--- src/rtl/lcd_irq_pkg.sv ---
package lcd_irq_pkg;
  localparam int NUM_FLAGS = 4;
  localparam int MODE_W    = 2;
  localparam int ANIM_EVTS = 2;

  typedef enum logic [1:0] {
    FLG_FRAME  = 2'd0,
    FLG_BLINK  = 2'd1,
    FLG_STEP   = 2'd2,
    FLG_LOOP   = 2'd3
  } flag_idx_e;

  typedef enum logic [MODE_W-1:0] {
    BLK_NONE   = 2'b00,
    BLK_SEG_A  = 2'b01,
    BLK_SEG_B  = 2'b10,
    BLK_SWAP   = 2'b11
  } blink_mode_e;

  typedef logic [NUM_FLAGS-1:0] flag_vec_t;
endpackage

--- src/rtl/lcd_evt_align.sv ---
module lcd_evt_align
  import lcd_irq_pkg::*;
(
  input  logic              clk,
  input  logic              rst_n,
  input  logic              frame_tick,
  input  logic              blink_edge,
  input  logic [MODE_W-1:0] blink_mode,
  input  logic              anim_en,
  input  logic              anim_step_end,
  input  logic              anim_loop_end,
  output flag_vec_t         set_vec
);
  // Blink phase: 0 = normal (lit / main memory), 1 = alternate.
  logic phase_q, phase_d;
  logic bpend_q, bpend_d;
  logic blink_set;
  logic blink_active;
  logic bpend_now;

  assign blink_active = (blink_mode != BLK_NONE);
  assign bpend_now    = bpend_q | blink_edge;

  always_comb begin
    phase_d   = phase_q;
    bpend_d   = bpend_now;
    blink_set = 1'b0;
    if (!blink_active) begin
      phase_d = 1'b0;
      bpend_d = 1'b0;
    end else if (frame_tick && bpend_now) begin
      phase_d   = ~phase_q;
      bpend_d   = 1'b0;
      blink_set = phase_q;
    end
  end

  always_ff @(posedge clk or negedge rst_n) begin
    if (!rst_n) begin
      phase_q <= 1'b0;
      bpend_q <= 1'b0;
    end else begin
      phase_q <= phase_d;
      bpend_q <= bpend_d;
    end
  end

  // Animation events: held until frame boundary, dropped when disabled.
  logic [ANIM_EVTS-1:0] anim_strb;
  logic [ANIM_EVTS-1:0] apend_q, apend_d;
  logic [ANIM_EVTS-1:0] anim_set;

  assign anim_strb = {anim_loop_end, anim_step_end};

  for (genvar g = 0; g < ANIM_EVTS; g++) begin : g_anim
    logic pend_now;
    assign pend_now = apend_q[g] | anim_strb[g];

    always_comb begin
      apend_d[g]  = pend_now;
      anim_set[g] = 1'b0;
      if (!anim_en) begin
        apend_d[g] = 1'b0;
      end else if (frame_tick && pend_now) begin
        apend_d[g]  = 1'b0;
        anim_set[g] = 1'b1;
      end
    end

    always_ff @(posedge clk or negedge rst_n) begin
      if (!rst_n) apend_q[g] <= 1'b0;
      else        apend_q[g] <= apend_d[g];
    end
  end

  always_comb begin
    set_vec           = '0;
    set_vec[FLG_FRAME] = frame_tick;
    set_vec[FLG_BLINK] = blink_set;
    set_vec[FLG_STEP]  = anim_set[0];
    set_vec[FLG_LOOP]  = anim_set[1];
  end
endmodule

--- src/rtl/lcd_flag_bank.sv ---
module lcd_flag_bank
  import lcd_irq_pkg::*;
(
  input  logic      clk,
  input  logic      rst_n,
  input  flag_vec_t set_vec,
  input  flag_vec_t clr_vec,
  output flag_vec_t flags
);
  flag_vec_t flg_q, flg_d, flg_ce;

  for (genvar i = 0; i < NUM_FLAGS; i++) begin : g_flag
    always_comb begin
      flg_ce[i] = set_vec[i] | clr_vec[i];
      flg_d[i]  = set_vec[i];
    end

    always_ff @(posedge clk or negedge rst_n) begin
      if (!rst_n)         flg_q[i] <= 1'b0;
      else if (flg_ce[i]) flg_q[i] <= flg_d[i];
    end
  end

  assign flags = flg_q;
endmodule

--- src/rtl/lcd_irq_merge.sv ---
module lcd_irq_merge
  import lcd_irq_pkg::*;
(
  input  logic      clk,
  input  logic      rst_n,
  input  flag_vec_t flags,
  input  flag_vec_t enables,
  output logic      irq
);
  logic irq_q, irq_d;

  always_comb irq_d = |(flags & enables);

  always_ff @(posedge clk or negedge rst_n) begin
    if (!rst_n) irq_q <= 1'b0;
    else        irq_q <= irq_d;
  end

  assign irq = irq_q;
endmodule

--- src/rtl/lcd_irq_flags.sv ---
module lcd_irq_flags
  import lcd_irq_pkg::*;
(
  input  logic                 clk,
  input  logic                 rst_n,
  input  logic                 frame_tick,
  input  logic                 blink_edge,
  input  logic [1:0]           blink_mode,
  input  logic                 anim_en,
  input  logic                 anim_step_end,
  input  logic                 anim_loop_end,
  input  logic [3:0]           irq_en,
  input  logic                 wr_disp_mem,
  input  logic                 wr_blink_mem,
  input  logic                 wr_anim_mem,
  input  logic                 sw_clr_we,
  input  logic [3:0]           sw_clr_data,
  output logic [3:0]           status,
  output logic                 irq
);
  flag_vec_t set_vec;
  flag_vec_t clr_vec;
  flag_vec_t flags;
  logic      disp_grp_wr;

  lcd_evt_align u_align (
    .clk           (clk),
    .rst_n         (rst_n),
    .frame_tick    (frame_tick),
    .blink_edge    (blink_edge),
    .blink_mode    (blink_mode),
    .anim_en       (anim_en),
    .anim_step_end (anim_step_end),
    .anim_loop_end (anim_loop_end),
    .set_vec       (set_vec)
  );

  assign disp_grp_wr = wr_disp_mem | wr_blink_mem;

  always_comb begin
    clr_vec            = sw_clr_we ? sw_clr_data : '0;
    clr_vec[FLG_FRAME] = clr_vec[FLG_FRAME] | disp_grp_wr;
    clr_vec[FLG_BLINK] = clr_vec[FLG_BLINK] | disp_grp_wr;
    clr_vec[FLG_STEP]  = clr_vec[FLG_STEP]  | wr_anim_mem;
    clr_vec[FLG_LOOP]  = clr_vec[FLG_LOOP]  | wr_anim_mem;
  end

  lcd_flag_bank u_bank (
    .clk     (clk),
    .rst_n   (rst_n),
    .set_vec (set_vec),
    .clr_vec (clr_vec),
    .flags   (flags)
  );

  lcd_irq_merge u_merge (
    .clk     (clk),
    .rst_n   (rst_n),
    .flags   (flags),
    .enables (irq_en),
    .irq     (irq)
  );

  assign status = flags;
endmodule

--- config.mk ---
export PLATFORM = sky130hd
export DESIGN_NAME = lcd_irq_flags
export DESIGN_NICKNAME = d
export VERILOG_FILES = /design/src/rtl/lcd_irq_pkg.sv /design/src/rtl/lcd_evt_align.sv /design/src/rtl/lcd_flag_bank.sv /design/src/rtl/lcd_irq_merge.sv /design/src/rtl/lcd_irq_flags.sv
export SDC_FILE = /design/constraint.sdc
export NUM_CORES = 1
export LEC_CHECK = 0
export BUFFER_PORTS_ARGS = -buffer_cell sky130_fd_sc_hd__clkbuf_2
export CAP_MARGIN = 30
export CORE_AREA = 2 2 39 41
export DETAILED_ROUTE_END_ITERATION = 16
export DIE_AREA = 0 0 41 43
export GPL_TIMING_DRIVEN = 0
export PLACE_DENSITY = 0.64
export SYNTH_ARGS = -nofsm -noshare
export SYNTH_HDL_FRONTEND = slang
export SYNTH_SLANG_ARGS = --single-unit
--- constraint.sdc ---
create_clock -name clk -period 1.9 [get_ports clk]
set_clock_uncertainty 0.2 [all_clocks]
set_input_delay 0.095 -clock clk [delete_from_list [all_inputs] [get_ports clk]]
set_output_delay 0.095 -clock clk [all_outputs]
set_load 0.01 [all_outputs]
# Yosys cells after proc, flatten, opt, wreduce, memory -nomap -nowiden
# Cells that the tools add are included.
[totals]
wordCells = 44
inputBits = 21
output_inout_bits = 5
ff_bits = 9
[classes]
eq_ne = 1
bitwise = 14
n_reduce_logical = 5
mux = 15
[op_table]
columns = ["cell", "count"]
rows = [
  ["1-bit two-way mux", 14],
  ["1-bit OR", 12],
  ["4-bit AND", 1],
  ["4-bit two-way mux", 1],
  ["4-bit OR reduction", 1],
  ["1-bit logical AND", 3],
  ["2-bit inequality test (second input constant)", 1],
  ["2-bit nonzero test", 1],
  ["1-bit inverter", 1],
]

# Logic depth before layout (Yosys ltp)
[depth]
word_depth = 5
depth_mapped = 2
depth_no_buf = 2

# Cells and area by module
# From an unflattened synthesis, not the netlist that was laid out.
[unflattened]
hier_cells = 42
area_unflattened_um2 = 417.9
[modules_own_cells]
columns = ["mod", "instances", "cells_per_inst", "area_each_um2", "seq_area_each_um2"]
rows = [
  ["lcd_evt_align", 1, 22, 192.7, 100.1],
  ["lcd_flag_bank", 1, 12, 145.1, 100.1],
  ["lcd_irq_merge", 1, 4, 43.8, 25.0],
  ["lcd_irq_flags", 1, 4, 36.3, 0.0],
]

# Worst setup path after synthesis
# OpenSTA, ideal clock, no wires.
[synth_timing]
path_kind = "flip-flop to flip-flop"
from = "register u_bank.flg_q[0], in the netlist u_bank.flags[0]"
to = "register u_merge.irq_q, in the netlist u_merge.irq"
n_path_buf = 0
required_time_ps = 1576
path_stages_with_launch = 3
setup_time_ps = 124
period_less_slack_ps = 967
arrival_ps = 643
path_slack_ps = 933
path_cell_list = "dfrtp_1 -> a22oi_1 -> nand2_1"
[synth_between]
elab_chain_len = 2
[synth_rtl]
columns = ["item", "line", "text"]
rows = [
  ["from (decl)", "lcd_flag_bank.sv:10", "flag_vec_t flg_q, flg_d, flg_ce;"],
  ["from (signal, indexed assignment)", "lcd_flag_bank.sv:20", "else if (flg_ce[i]) flg_q[i] <= flg_d[i];"],
  ["4-bit AND", "lcd_irq_merge.sv:12", "always_comb irq_d = |(flags & enables);"],
  ["4-bit OR reduction", "lcd_irq_merge.sv:12", ""],
  ["net u_merge.irq_d", "lcd_irq_merge.sv:10", "logic irq_q, irq_d;"],
  ["to (signal assigned)", "lcd_irq_merge.sv:16", "else irq_q <= irq_d;"],
  ["to (decl)", "lcd_irq_merge.sv:10", ""],
]
# The timed path passes the listed nets, and every way through them passes these cells.
# A chain may end at the register's enable or synchronous reset.

# Worst setup path in the final report
[layout_timing]
from = "input port wr_disp_mem"
to = "register u_bank.flg_q[1], in the netlist u_bank.flags[1]"
[layout_between]
elab_chain_len = 3
[layout_rtl]
columns = ["item", "line", "text"]
rows = [
  ["from (decl)", "lcd_irq_flags.sv:13", "input logic wr_disp_mem,"],
  ["1-bit OR", "lcd_irq_flags.sv:38", "assign disp_grp_wr = wr_disp_mem | wr_blink_mem;"],
  ["1-bit OR", "lcd_irq_flags.sv:43", "clr_vec[FLG_BLINK] = clr_vec[FLG_BLINK] | disp_grp_wr;"],
  ["1-bit OR", "lcd_flag_bank.sv:14", "flg_ce[i] = set_vec[i] | clr_vec[i];"],
]
# No other way between the ends.

==> metrics.md <==
| Metric | Value |
|---|---|
| Clock-pin slew on the worst setup and hold paths | 0.06 ns |
| Top cell type by total area after synthesis | dfrtp_1 |
| Num CTS Buffers | 3 |
| Minimum clock period | 1.69 ns |
| Diode count | 0 |
| Synth top area share | 0.581 |
| Cells after Synth | 35 |
| DR DRC count | 0 |
| Die H | 43 um |
| Post-Place Cells | 76 |
| Number of buffers inserted by port buffering | 25 |
| RSZ-0062 raised after global routing | no |
| Clk pwr share | 0.288 |
| Post-DP HPWL | 719 um |
| RePlAce Congestion | 0.665 |
| Maximum VDD drop | 0.233 mV |
| Hold Fails Final Rpt | 0 |
| Cell Pwr Density | 605 mW/mm2 |
| Leakage | 0.403 nW |
| Switching Share | 0.237 |
| Max-cap violations | 0 |
| Worst-Margin Slew | 0.225 ns |
| Congestion Overflow GR | 0 |
| Share of layout cells above drive strength 1 | 0.341 |
| DR iter-0 viols | 3 |
| CP Class | in2reg |
| H-tree depth | 1 |
| Crit path launch type | input pin |
| Final instance area | 800 um2 |
| Final Net Count | 110 |
| Final Cycle Share | 0.888 |
| Sequential share of power | 0.456 |
| Synthesized cell area | 388 um2 |
| Vias per inst | 4.36 |
| CP required | 1.87 ns |
| CP Capture Type | flop |
| Synthesized net count | 56 |
| CTS Sinks | 9 |
| First drt pass iteration count | 2 |
| Final core utilization | 0.578 |
| DP Area | 533 um2 |
| First-pass GRT wire length | 1790 um |
| Core ar. | 0.00138 mm2 |
| Yosys warns | 0 |
| Routed vias | 453 |
| Largest net degree at the start of global routing | 10 |
| Run status | completed |
| Yosys reg bits | 9 |
| Post-cts sizing count | 0 |
| Initial Util | 0.280 |
| Full die area | 0.00176 mm2 |
| Setup TNS | 0 ns |
| Clock tree buffer depth | 2 |
| Headroom to the max-slew limit | 0.850 |
| Post-synthesis sequential area ratio | 0.581 |
| Dominant cells by area after synthesis | dfrtp_1 58%, o2bb2ai_1 6.8%, nand2_1 4.8% |
| Vias in the first global route | 472 |
| Final WS setup | 0.214 ns |
| Area Growth Syn to Fin | 106% |
| Average size of a mapped cell | 11.1 um2 |
| DRT Wirelength | 1120 um |
| Chip Width | 41 um |
| Row count | 14 |
| Initial antenna violation count | 0 |
| IO Pins | 26 |
| Combinational Power Share | 0.256 |
| Root buffer cell | clkbuf_4 |
| Worst EP arrival | 1.66 ns |
| R2r setup slk | 0.36 ns |
| Final non-filler cell total | 104 |
| Pins Over Slew Limit | 0 |
| CP Max Fanout | 2 |
| Post-Place Worst Slack | 0.908 ns |
| Sw power | 0.000115 W |
| Unique masters post-synth | 15 |
| Peak Freq | 0.593 GHz |
| Setup violations, final | 0 |
| Antenna Nets Post-Route | 0 |
| Internal | 0.000369 W |
| CTS tree | yes |
| Clock Latency Late Sink | 0.25 ns |
| Gr usage total | 0.154 |
| Min-Delay Path Class | in2async |
| Routed WL per cell | 10.8 um |
## registers in the layout (all words and copies together) (netlist names)
name,count
u_bank.flags,4
u_align.apend_q,2
u_align.bpend_q,1
u_align.phase_q,1
u_merge.irq,1
## critical path, cell delays in order
cell and delay, ns:
dlygate4sd3_1 0.53, clkbuf_2 0.12, a211oi_1 0.22, dlygate4sd3_1 0.59, o2bb2ai_1 0.11
## per-stage QoR
stage	hold WS (ns)	total power (W)
global route	0.0650	0.000521
floorplan	-0.401	0.000255
detailed placement	-0.237	0.000301
CTS	0.0252	0.000495
global placement	-0.239	0.000298
finish	0.0320	0.000484
## final cells by class
type	instances	area (um2)
clock buffer	4	26.3
fill	127	584
multi-input combinational	26	163
sequential	9	225
tap	16	20.0
timing repair buffer	49	365
## Yosys cell counts (all sizes together)
cell type,n
a22oi,2
nand2b,1
a21o,1
o22ai,1
o21bai,1
o2bb2ai,3
mux2i,1
nand2,5
o21ai,2
nor2,5
a211oi,2
dfrtp,9
nor2b,2
## final timing paths
check	to	cells after the start	startpoint
worst max-delay path	u_bank.flags[1]	5	wr_disp_mem
worst min register to register	u_bank.flags[0]	1	u_bank.flags[0]
min in group clk	u_bank.flags[0]	1	u_bank.flags[0]
worst max register to register	u_bank.flags[1]	3	u_align.bpend_q
max in group asynchronous	u_bank.flags[1]	2	rst_n
worst min-delay path	u_align.apend_q[0]	2	rst_n
## cell usage in the layout (no fill, tap or decap), drive strengths merged
| cell type | synthesis | final |
|---|---|---|
| nor2b | 2 | 2 |
| a22oi | 2 | 2 |
| nor2 | 5 | 5 |
| o21bai | 1 | 1 |
| mux2i | 1 | 1 |
| clkbuf | 0 | 29 |
| o2bb2ai | 3 | 3 |
| dfrtp | 9 | 9 |
| dlygate4sd3 | 0 | 24 |
| o22ai | 1 | 1 |
| nand2b | 1 | 1 |
| a211oi | 2 | 2 |
| a21o | 1 | 1 |
| nand2 | 5 | 5 |
| o21ai | 2 | 2 |
## routing by layer
layer	GRT usage	wire length, um
met1	0.163	453
met2	0.266	585
met3	0.0314	82
met4	0.0800	0
met5	0	0
## power by group through the flow
stage	Clock (W)	Combinational, W	Sequential, W
2_1_floorplan	0	0.0000289	0.000226
3_3_place_gp	0	0.0000750	0.000223
3_5_place_dp	0	0.0000771	0.000223
4_1_cts	0.000151	0.000124	0.000220
5_1_grt	0.000160	0.000138	0.000223
6_report	0.000139	0.000124	0.000220
## logic make-up (layout without fill, tap and decap cells)
kind of cell | count (synthesis) | in the layout | synth area share
AND/OR/NAND/NOR | 13 | 13 | 0.145
AO/OA/AOI/OAI | 12 | 12 | 0.248
flip-flops | 9 | 9 | 0.581
multiplexers | 1 | 1 | 0.0258
buffers and inverters | 0 | 53 | 0
## what timing repair did
action | CTS | global route
setup buffers | 0 | 0
hold buffers | 24 | 0
endpoints found under the hold margin | 18 | 0
No activity file was read; power rests on OpenSTA's default activity.
